===== src/rtl/gpint_pkg.sv =====
package gpint_pkg;
  localparam int IDX_W = 3;
  typedef enum logic [IDX_W-1:0] {
    IDX_LVLSEL = 3'd0,
    IDX_ANYEDG = 3'd1,
    IDX_ACTHI  = 3'd2,
    IDX_ENABLE = 3'd3,
    IDX_RAW    = 3'd4,
    IDX_GATED  = 3'd5,
    IDX_ACK    = 3'd6
  } reg_idx_e;
endpackage


===== src/rtl/gpint_regs.sv =====
module gpint_regs #(
  parameter int PINS = 8
) (
  input  logic                      clk,
  input  logic                      rst_n,
  input  logic                      reg_wr,
  input  logic [gpint_pkg::IDX_W-1:0] reg_addr,
  input  logic [PINS-1:0]           reg_wdata,
  output logic [PINS-1:0]           lvl_sel,
  output logic [PINS-1:0]           any_edge,
  output logic [PINS-1:0]           act_hi,
  output logic [PINS-1:0]           enable,
  output logic [PINS-1:0]           ack
);
  import gpint_pkg::*;

  always_ff @(posedge clk or negedge rst_n) begin
    if (!rst_n) begin
      lvl_sel  <= '0;
      any_edge <= '0;
      act_hi   <= '0;
      enable   <= '0;
    end else if (reg_wr) begin
      case (reg_idx_e'(reg_addr))
        IDX_LVLSEL: lvl_sel  <= reg_wdata;
        IDX_ANYEDG: any_edge <= reg_wdata;
        IDX_ACTHI:  act_hi   <= reg_wdata;
        IDX_ENABLE: enable   <= reg_wdata;
        default: ;
      endcase
    end
  end

  assign ack = (reg_wr && reg_idx_e'(reg_addr) == IDX_ACK) ? reg_wdata : '0;
endmodule


===== src/rtl/gpint_pin.sv =====
module gpint_pin (
  input  logic clk,
  input  logic rst_n,
  input  logic pin,
  input  logic lvl_sel,
  input  logic any_edge,
  input  logic act_hi,
  input  logic ack,
  output logic raw
);
  logic prev;
  logic captured;
  logic hit;

  always_comb begin
    if (any_edge)    hit = pin ^ prev;
    else if (act_hi) hit = pin & ~prev;
    else             hit = ~pin & prev;
  end

  always_ff @(posedge clk or negedge rst_n) begin
    if (!rst_n) begin
      prev     <= 1'b0;
      captured <= 1'b0;
    end else begin
      prev <= pin;
      if (!lvl_sel && hit) captured <= 1'b1;
      else if (ack)        captured <= 1'b0;
    end
  end

  assign raw = lvl_sel ? (pin == act_hi) : captured;

  a_r5_sticky: assert property (@(posedge clk) disable iff (!rst_n)
    captured && !ack |=> captured);
  a_r7_set_wins: assert property (@(posedge clk) disable iff (!rst_n)
    !lvl_sel && hit && ack |=> captured);
  a_r4_any_change: assert property (@(posedge clk) disable iff (!rst_n)
    !lvl_sel && any_edge && (pin != prev) |=> captured);
  a_r3_rise: assert property (@(posedge clk) disable iff (!rst_n)
    !lvl_sel && !any_edge && act_hi && pin && !prev |=> captured);
endmodule


===== src/rtl/gpint_unit.sv =====
module gpint_unit #(
  parameter int PINS = 8
) (
  input  logic            clk,
  input  logic            rst_n,
  input  logic [PINS-1:0] pin_in,
  input  logic            reg_wr,
  input  logic [2:0]      reg_addr,
  input  logic [PINS-1:0] reg_wdata,
  output logic [PINS-1:0] reg_rdata,
  output logic            irq
);
  import gpint_pkg::*;

  logic [PINS-1:0] lvl_sel, any_edge, act_hi, enable, ack;
  logic [PINS-1:0] raw, gated;

  gpint_regs #(.PINS(PINS)) u_regs (
    .clk(clk), .rst_n(rst_n), .reg_wr(reg_wr), .reg_addr(reg_addr),
    .reg_wdata(reg_wdata), .lvl_sel(lvl_sel), .any_edge(any_edge),
    .act_hi(act_hi), .enable(enable), .ack(ack)
  );

  for (genvar i = 0; i < PINS; i++) begin : g_pin
    gpint_pin u_pin (
      .clk(clk), .rst_n(rst_n), .pin(pin_in[i]), .lvl_sel(lvl_sel[i]),
      .any_edge(any_edge[i]), .act_hi(act_hi[i]), .ack(ack[i]), .raw(raw[i])
    );
  end

  assign gated = raw & enable;
  assign irq   = |gated;

  always_comb begin
    case (reg_idx_e'(reg_addr))
      IDX_LVLSEL: reg_rdata = lvl_sel;
      IDX_ANYEDG: reg_rdata = any_edge;
      IDX_ACTHI:  reg_rdata = act_hi;
      IDX_ENABLE: reg_rdata = enable;
      IDX_RAW:    reg_rdata = raw;
      IDX_GATED:  reg_rdata = gated;
      default:    reg_rdata = '0;
    endcase
  end

  a_r9_silent: assert property (@(posedge clk) disable iff (!rst_n)
    (enable == '0) |-> !irq);
  a_r2_ack_reads_zero: assert property (@(posedge clk) disable iff (!rst_n)
    (reg_addr == IDX_ACK) |-> (reg_rdata == '0));
endmodule


===== config.mk =====
export PLATFORM = sky130hd
export DESIGN_NAME = gpint_unit
export DESIGN_NICKNAME = d
export VERILOG_FILES = /design/src/rtl/gpint_pkg.sv /design/src/rtl/gpint_regs.sv /design/src/rtl/gpint_pin.sv /design/src/rtl/gpint_unit.sv
export SDC_FILE = /design/constraint.sdc
export NUM_CORES = 1
export LEC_CHECK = 0
export BUFFER_PORTS_ARGS = -buffer_cell sky130_fd_sc_hd__buf_2
export CAP_MARGIN = 30
export CORE_MARGIN = 2
export CORE_UTILIZATION = 50
export CTS_CLUSTER_SIZE = 10
export DETAILED_ROUTE_END_ITERATION = 10
export GPL_TIMING_DRIVEN = 0
export HOLD_SLACK_MARGIN = 0.05
export PLACE_DENSITY = 0.72
export SLEW_MARGIN = 20
export SYNTH_ARGS = -nofsm -noshare
export SYNTH_HDL_FRONTEND = slang
export SYNTH_SLANG_ARGS = --single-unit

===== constraint.sdc =====
create_clock -name clk -period 1.2 [get_ports clk]
set_input_delay 0.18 -clock clk [delete_from_list [all_inputs] [get_ports clk]]
set_output_delay 0.18 -clock clk [all_outputs]
set_load 0.02 [all_outputs]

After elaboration in Yosys (flattened, before gate mapping):

Cells that the tools add are included.

* add/sub/neg operators: 0
* multipliers: 0
* divide/modulo/power cells: 0
* $lt $le $gt $ge: 0
* equality and inequality tests: 14
* shifts and indexed selects: 0
* multiplexer cells: 42
* bitwise gates (word level): 41
* reduce and logical (&&, ||, !) cells: 31

Operator list (number)
* $pmux W8 S6: 1
* $mux W1: 40
* $and A1 B1 Y1: 16
* $not A1 Y1: 16
* $reduce_bool A2 Y1: 8
* $eq A3 B3 Y1 const B: 3
* $logic_and A1 B1 Y1: 9
* $and A8 B8 Y8: 1
* $eq A1 B1 Y1: 8
* $logic_not A1 Y1: 8
* $mux W8: 1
* $reduce_and A2 Y1: 4
* $reduce_or A8 Y1: 1
* $xor A1 B1 Y1: 8
* $eq A3 B2 Y1 const B: 2
* $eq A3 B1 Y1 const B: 1
* $logic_not A3 Y1: 1

* register bits after elaboration: 48
* latch bits: 0
* memory bits (writable): 0
* bits in read-only memories: 0
* input port bits: 22
* output and inout port bits: 9
* word-level logic and storage cells: 148
* memories: 0

Depth between registers and ports, before layout:

* word-level depth: 6
* gate-level depth with buffers: 5
* depth with buffers taken out: 5

By module:

From an unflattened synthesis, not the netlist that was laid out.

* cells, all modules: 255
* area total of the unflattened synthesis: 2819.0 µm²

By module, submodules not included
* gpint_regs: times used 1, cells an instance 79, area an instance 1283.7 µm², sequential area each 800.8 µm²
* gpint_pin: times used 8, cells an instance 14, area an instance 130.1 µm², sequential area each 50.0 µm²
* gpint_unit: times used 1, cells an instance 64, area an instance 494.2 µm², sequential area each 0.0 µm²

Least setup slack after synthesis:

OpenSTA, ideal clock, no wires.

* path type: reg2out
* from: register u_regs.act_hi[2]
* to: output reg_rdata[2]
* data arrival time: 1278 ps
* data required time: 1020 ps
* setup slack: -258 ps
* cell stages (with the launch flop): 4
* buffers on the path: 0
* cells stage by stage: dfrtp_1 > xnor2_1 > mux2i_1 > o32ai_1

* longest elaborated chain between the ends: 4

RTL lines
* from (decl): line gpint_regs.sv:11 `output logic [PINS-1:0] act_hi,`
* from (signal assigned): line gpint_regs.sv:27 `IDX_ACTHI: act_hi <= reg_wdata;`
* $eq A1 B1 Y1: line gpint_pin.sv:32 `assign raw = lvl_sel ? (pin == act_hi) : captured;`
* $mux W1: line gpint_pin.sv:32
* $and A8 B8 Y8: line gpint_unit.sv:31 `assign gated = raw & enable;`
* $pmux W8 S6 *: line gpint_unit.sv:35 `case (reg_idx_e'(reg_addr))`
* to (decl): line gpint_unit.sv:10 `output logic [PINS-1:0] reg_rdata,`

Mark *: on every way between the ends. The rest lies on a longest branch, timed or not.

Final worst setup path:

* from: register u_regs.lvl_sel[5]
* to: output irq

* longest elaborated chain between the ends: 3

RTL lines
* from (decl): line gpint_regs.sv:9 `output logic [PINS-1:0] lvl_sel,`
* from (signal assigned): line gpint_regs.sv:25 `IDX_LVLSEL: lvl_sel <= reg_wdata;`
* $mux W1: line gpint_pin.sv:32
* $and A8 B8 Y8: line gpint_unit.sv:31
* $reduce_or A8 Y1: line gpint_unit.sv:32 `assign irq = |gated;`
* to (decl): line gpint_unit.sv:11 `output logic irq`

Every way passes these cells.

==> results.sh <==
export IMPL_startpoint_type="flip-flop"
export IMPL_ant_nets=0
export IMPL_synthCells=243
export IMPL_synth_common_cells="dfrtp_1, mux2_2, inv_1, nand2_1"
export IMPL_rr_worst_depth=4
export IMPL_wirelength_um=6689
export IMPL_drc=0
export IMPL_dieWidth_um=79.27
export IMPL_worstReg2RegEnd="g_pin[1].u_pin.captured$_DFFE_PN0P_"
export IMPL_start_util_pct=51.76
export IMPL_critPathLaunch="u_regs.lvl_sel[5]$_DFFE_PN0P_"
export IMPL_clock_latency_ns=0.30
export IMPL_dpl_hpwl_um=4269
export IMPL_max_stage_delay_ns=0.40
export IMPL_synth_top_area_share_pct=42.40
export IMPL_worstHoldStart="reg_wdata[3]"
export IMPL_avgSynthCellArea_um2=11.66
export IMPL_period_minus_slack_ns=1.759
export IMPL_nets=360
export IMPL_critical_path_peak_fanout=5
export IMPL_track_usage_pct=22.29
export IMPL_leakage_nw=1.766
export IMPL_cts_buffers=5
export IMPL_required_ns=1.02
export IMPL_fin_crit_sh_pct=146.6
export IMPL_grt_pass1_vias=2187
export IMPL_clk_pin_slew_ns=0.09
export IMPL_root_buffer="clkbuf_8"
export IMPL_powerDensity_mw_per_mm2=1372
export IMPL_hold_depth=2
export IMPL_fin_cells=395
export IMPL_synth_edf_count=0
export IMPL_dieArea_mm2=0.006284
export IMPL_endpoint_kind="output port"
export IMPL_fin_area_mm2=0.003800
export IMPL_slew_viol_final=0
export IMPL_netlist_cell_type_count=29
export IMPL_antennaDiodeCount=0
export IMPL_ir_drop_mv=0.7035
export IMPL_synth_most_common_cell="dfrtp_1"
export IMPL_synth_area_leaders="dfrtp_1, mux2_2, ha_1"
export IMPL_yosysTopAreaCell="dfrtp_1"
export IMPL_cp_top_family="flip-flops"
export IMPL_nFillCells=424
export IMPL_tightest_slew_ns=0.8159
export IMPL_ys_seq_area_share_pct=42.40
export IMPL_syn_num_nets=281
export IMPL_row_count=27
export IMPL_antenna_found_initial=0
export IMPL_clk_path_buf_depth=2
export IMPL_maxSlewHeadroom_pct=45.60
export IMPL_reg2reg_slack_ns=0
export IMPL_worst_slack_ns=-0.5593
export IMPL_ys_warnings_count=0
export IMPL_grt_overflow=0
export IMPL_hp_class="input port to flip-flop"
export IMPL_io_buffers=30
export IMPL_cts_tree="done"
export IMPL_vias=2152
export IMPL_grt_pass1_wl_um=10720
export IMPL_crit_type="flip-flop to output port"
export IMPL_firstDrtPassIters=4
export IMPL_seqCellArea_mm2=0.001207
export IMPL_synthArstFlopShare_pct=100.0
export IMPL_holdPathEnd="u_regs.lvl_sel[3]$_DFFE_PN0P_"
export IMPL_die_h_um=79.27
export IMPL_grt_max_degree=20
export IMPL_skew_ns=0.006327
export IMPL_synth_seq_cells=48
export IMPL_htree_levels=2
export IMPL_cp_cell_sequence="buf_4, and3_1, a31oi_1, nand4_1, buf_6"
export IMPL_drv_cap=0
export IMPL_io_pins=31
export IMPL_synthFlopType="dfrtp_1"
export IMPL_status="finished with violations"
export IMPL_crit_arrival_ns=1.58
export IMPL_cts_sinks=48
export IMPL_drive_gt1_share_pct=51.08
export IMPL_syn_area_mm2=0.002833
export IMPL_multi_input_area_mm2=0.001674
export IMPL_wire_per_inst_um=16.93
export IMPL_placed_cells=347
export IMPL_cp_num_buf_inv=2
export IMPL_setup_viol=10
export IMPL_rsz0062_at_grt="true"
export IMPL_cpMaxStageDelayCell="dfrtp_1"
export IMPL_post_dp_cell_area_mm2=0.003232
export IMPL_finalWeightedCongestion=0.8034
export IMPL_routed_via_density=5.448
export IMPL_failed_checks="setup timing"
export IMPL_max_freq_mhz=568.4
export IMPL_hold_violations=0
export IMPL_syn_to_final_growth_pct=34.14
export IMPL_core_area_mm2=0.005473
export IMPL_drt_iter0_markers=69
export IMPL_r2r_start="u_regs.act_hi[1]$_DFFE_PN0P_"
## cell families (layout without fill, tap and decap cells)
kind of cell             after synthesis  after routing  share of synthesized area [%]
flip-flops                            48             48                          42.40
buffers and inverters                 32            112                          4.726
AND/OR/NAND/NOR                       57             57                          11.84
multiplexers                          56             56                          25.75
adder cells (fa/ha/maj)               16             16                          7.067
XOR/XNOR                               8              8                          2.474
AO/OA/AOI/OAI                         26             26                          5.742
## how the worst max path moves through the flow
stage                                                to  slack [ns]  depth (start not counted)
after floorplan           u_regs.lvl_sel[1]$_DFFE_PN0P_       -0.09                          3
after global placement    u_regs.lvl_sel[3]$_DFFE_PN0P_       -0.50                          4
after detailed placement  u_regs.lvl_sel[2]$_DFFE_PN0P_       -0.51                          4
after CTS                                           irq       -0.54                          5
after global routing                       reg_rdata[5]       -0.59                          4
final                                               irq       -0.56                          5
## metal layers
layer / wire [µm] / up-vias / global-route usage (%)
met5: 0 / - / 0
met4: 83 / 0 / 6.207
met3: 170 / 9 / 4.773
met2: 3446 / 40 / 38.05
met1: 2988 / 1075 / 28.71
li1: - / 1028 / -
## registers in the layout, summed over array words and instances (netlist names)
signal	cells
g_pin.u_pin.captured	8
g_pin.u_pin.prev	8
u_regs.act_hi	8
u_regs.any_edge	8
u_regs.enable	8
u_regs.lvl_sel	8
## worst reg2reg max path: cells and delay by family, from the launching register on
| kind | cells | cell delay, ns |
|---|---|---|
| buffers and inverters | 1 | 0.14 |
| muxes | 1 | 0.32 |
| DFF | 1 | 0.41 |
| AOI/OAI and AO/OA | 2 | 0.21 |
## metrics by stage
stage,utilization [%],hold slack [ns],power [mW],TNS (ns),setup WS (ns)
floorplan,-,-0.1156,3.218,-1.034,-0.08747
global placement,58.05,0.3414,3.569,-14.96,-0.4975
detailed placement,59.05,0.1008,3.638,-15.22,-0.5118
CTS,67.08,0.1521,5.022,-4.688,-0.5368
global route,69.43,0.1643,5.513,-5.328,-0.5939
finish,69.43,0.1647,5.212,-4.699,-0.5593
## cell usage in the layout, fill, tap and decap left out, drive strengths merged, types with 2 or more instances in the layout
cell type / instances
clkbuf: 7
nand2: 24
a31oi: 2
mux2: 40
nand3: 4
nand4: 3
and3: 2
dlygate4sd3: 9
inv: 24
dfrtp: 48
ha: 16
nor2b: 8
o32ai: 8
o21ai: 16
xnor2: 8
mux2i: 8
clkinv: 2
nand3b: 8
mux4: 8
buf: 70
## where the power goes
part / leakage, nW / switching [mW] / internal, mW / total (mW)
Sequential: 0.546 / 0.264 / 1.91 / 2.17
Combinational: 1.17 / 0.871 / 1.17 / 2.04
Clock: 0.0510 / 0.540 / 0.461 / 1.00
Total: 1.77 / 1.68 / 3.54 / 5.21
## layout make-up
cell class	count	area share, %
Clock inverter	2	0.2634
Buffer	8	1.712
Sequential cell	48	31.77
Clock buffer	6	2.173
Tap cell	72	2.371
Timing Repair Buffer	72	15.28
Multi-Input combinational cell	163	44.06
Inverter	24	2.371
## what timing repair did
item,CTS,global route
pin swaps,11,11
gates cloned,0,0
setup endpoints to repair,25,17
endpoints found under the hold margin,19,0
hold buffers,9,0
gates resized for setup,24,42
buffers inserted,30,4
Note: power is estimated with default switching activity, not from simulation.
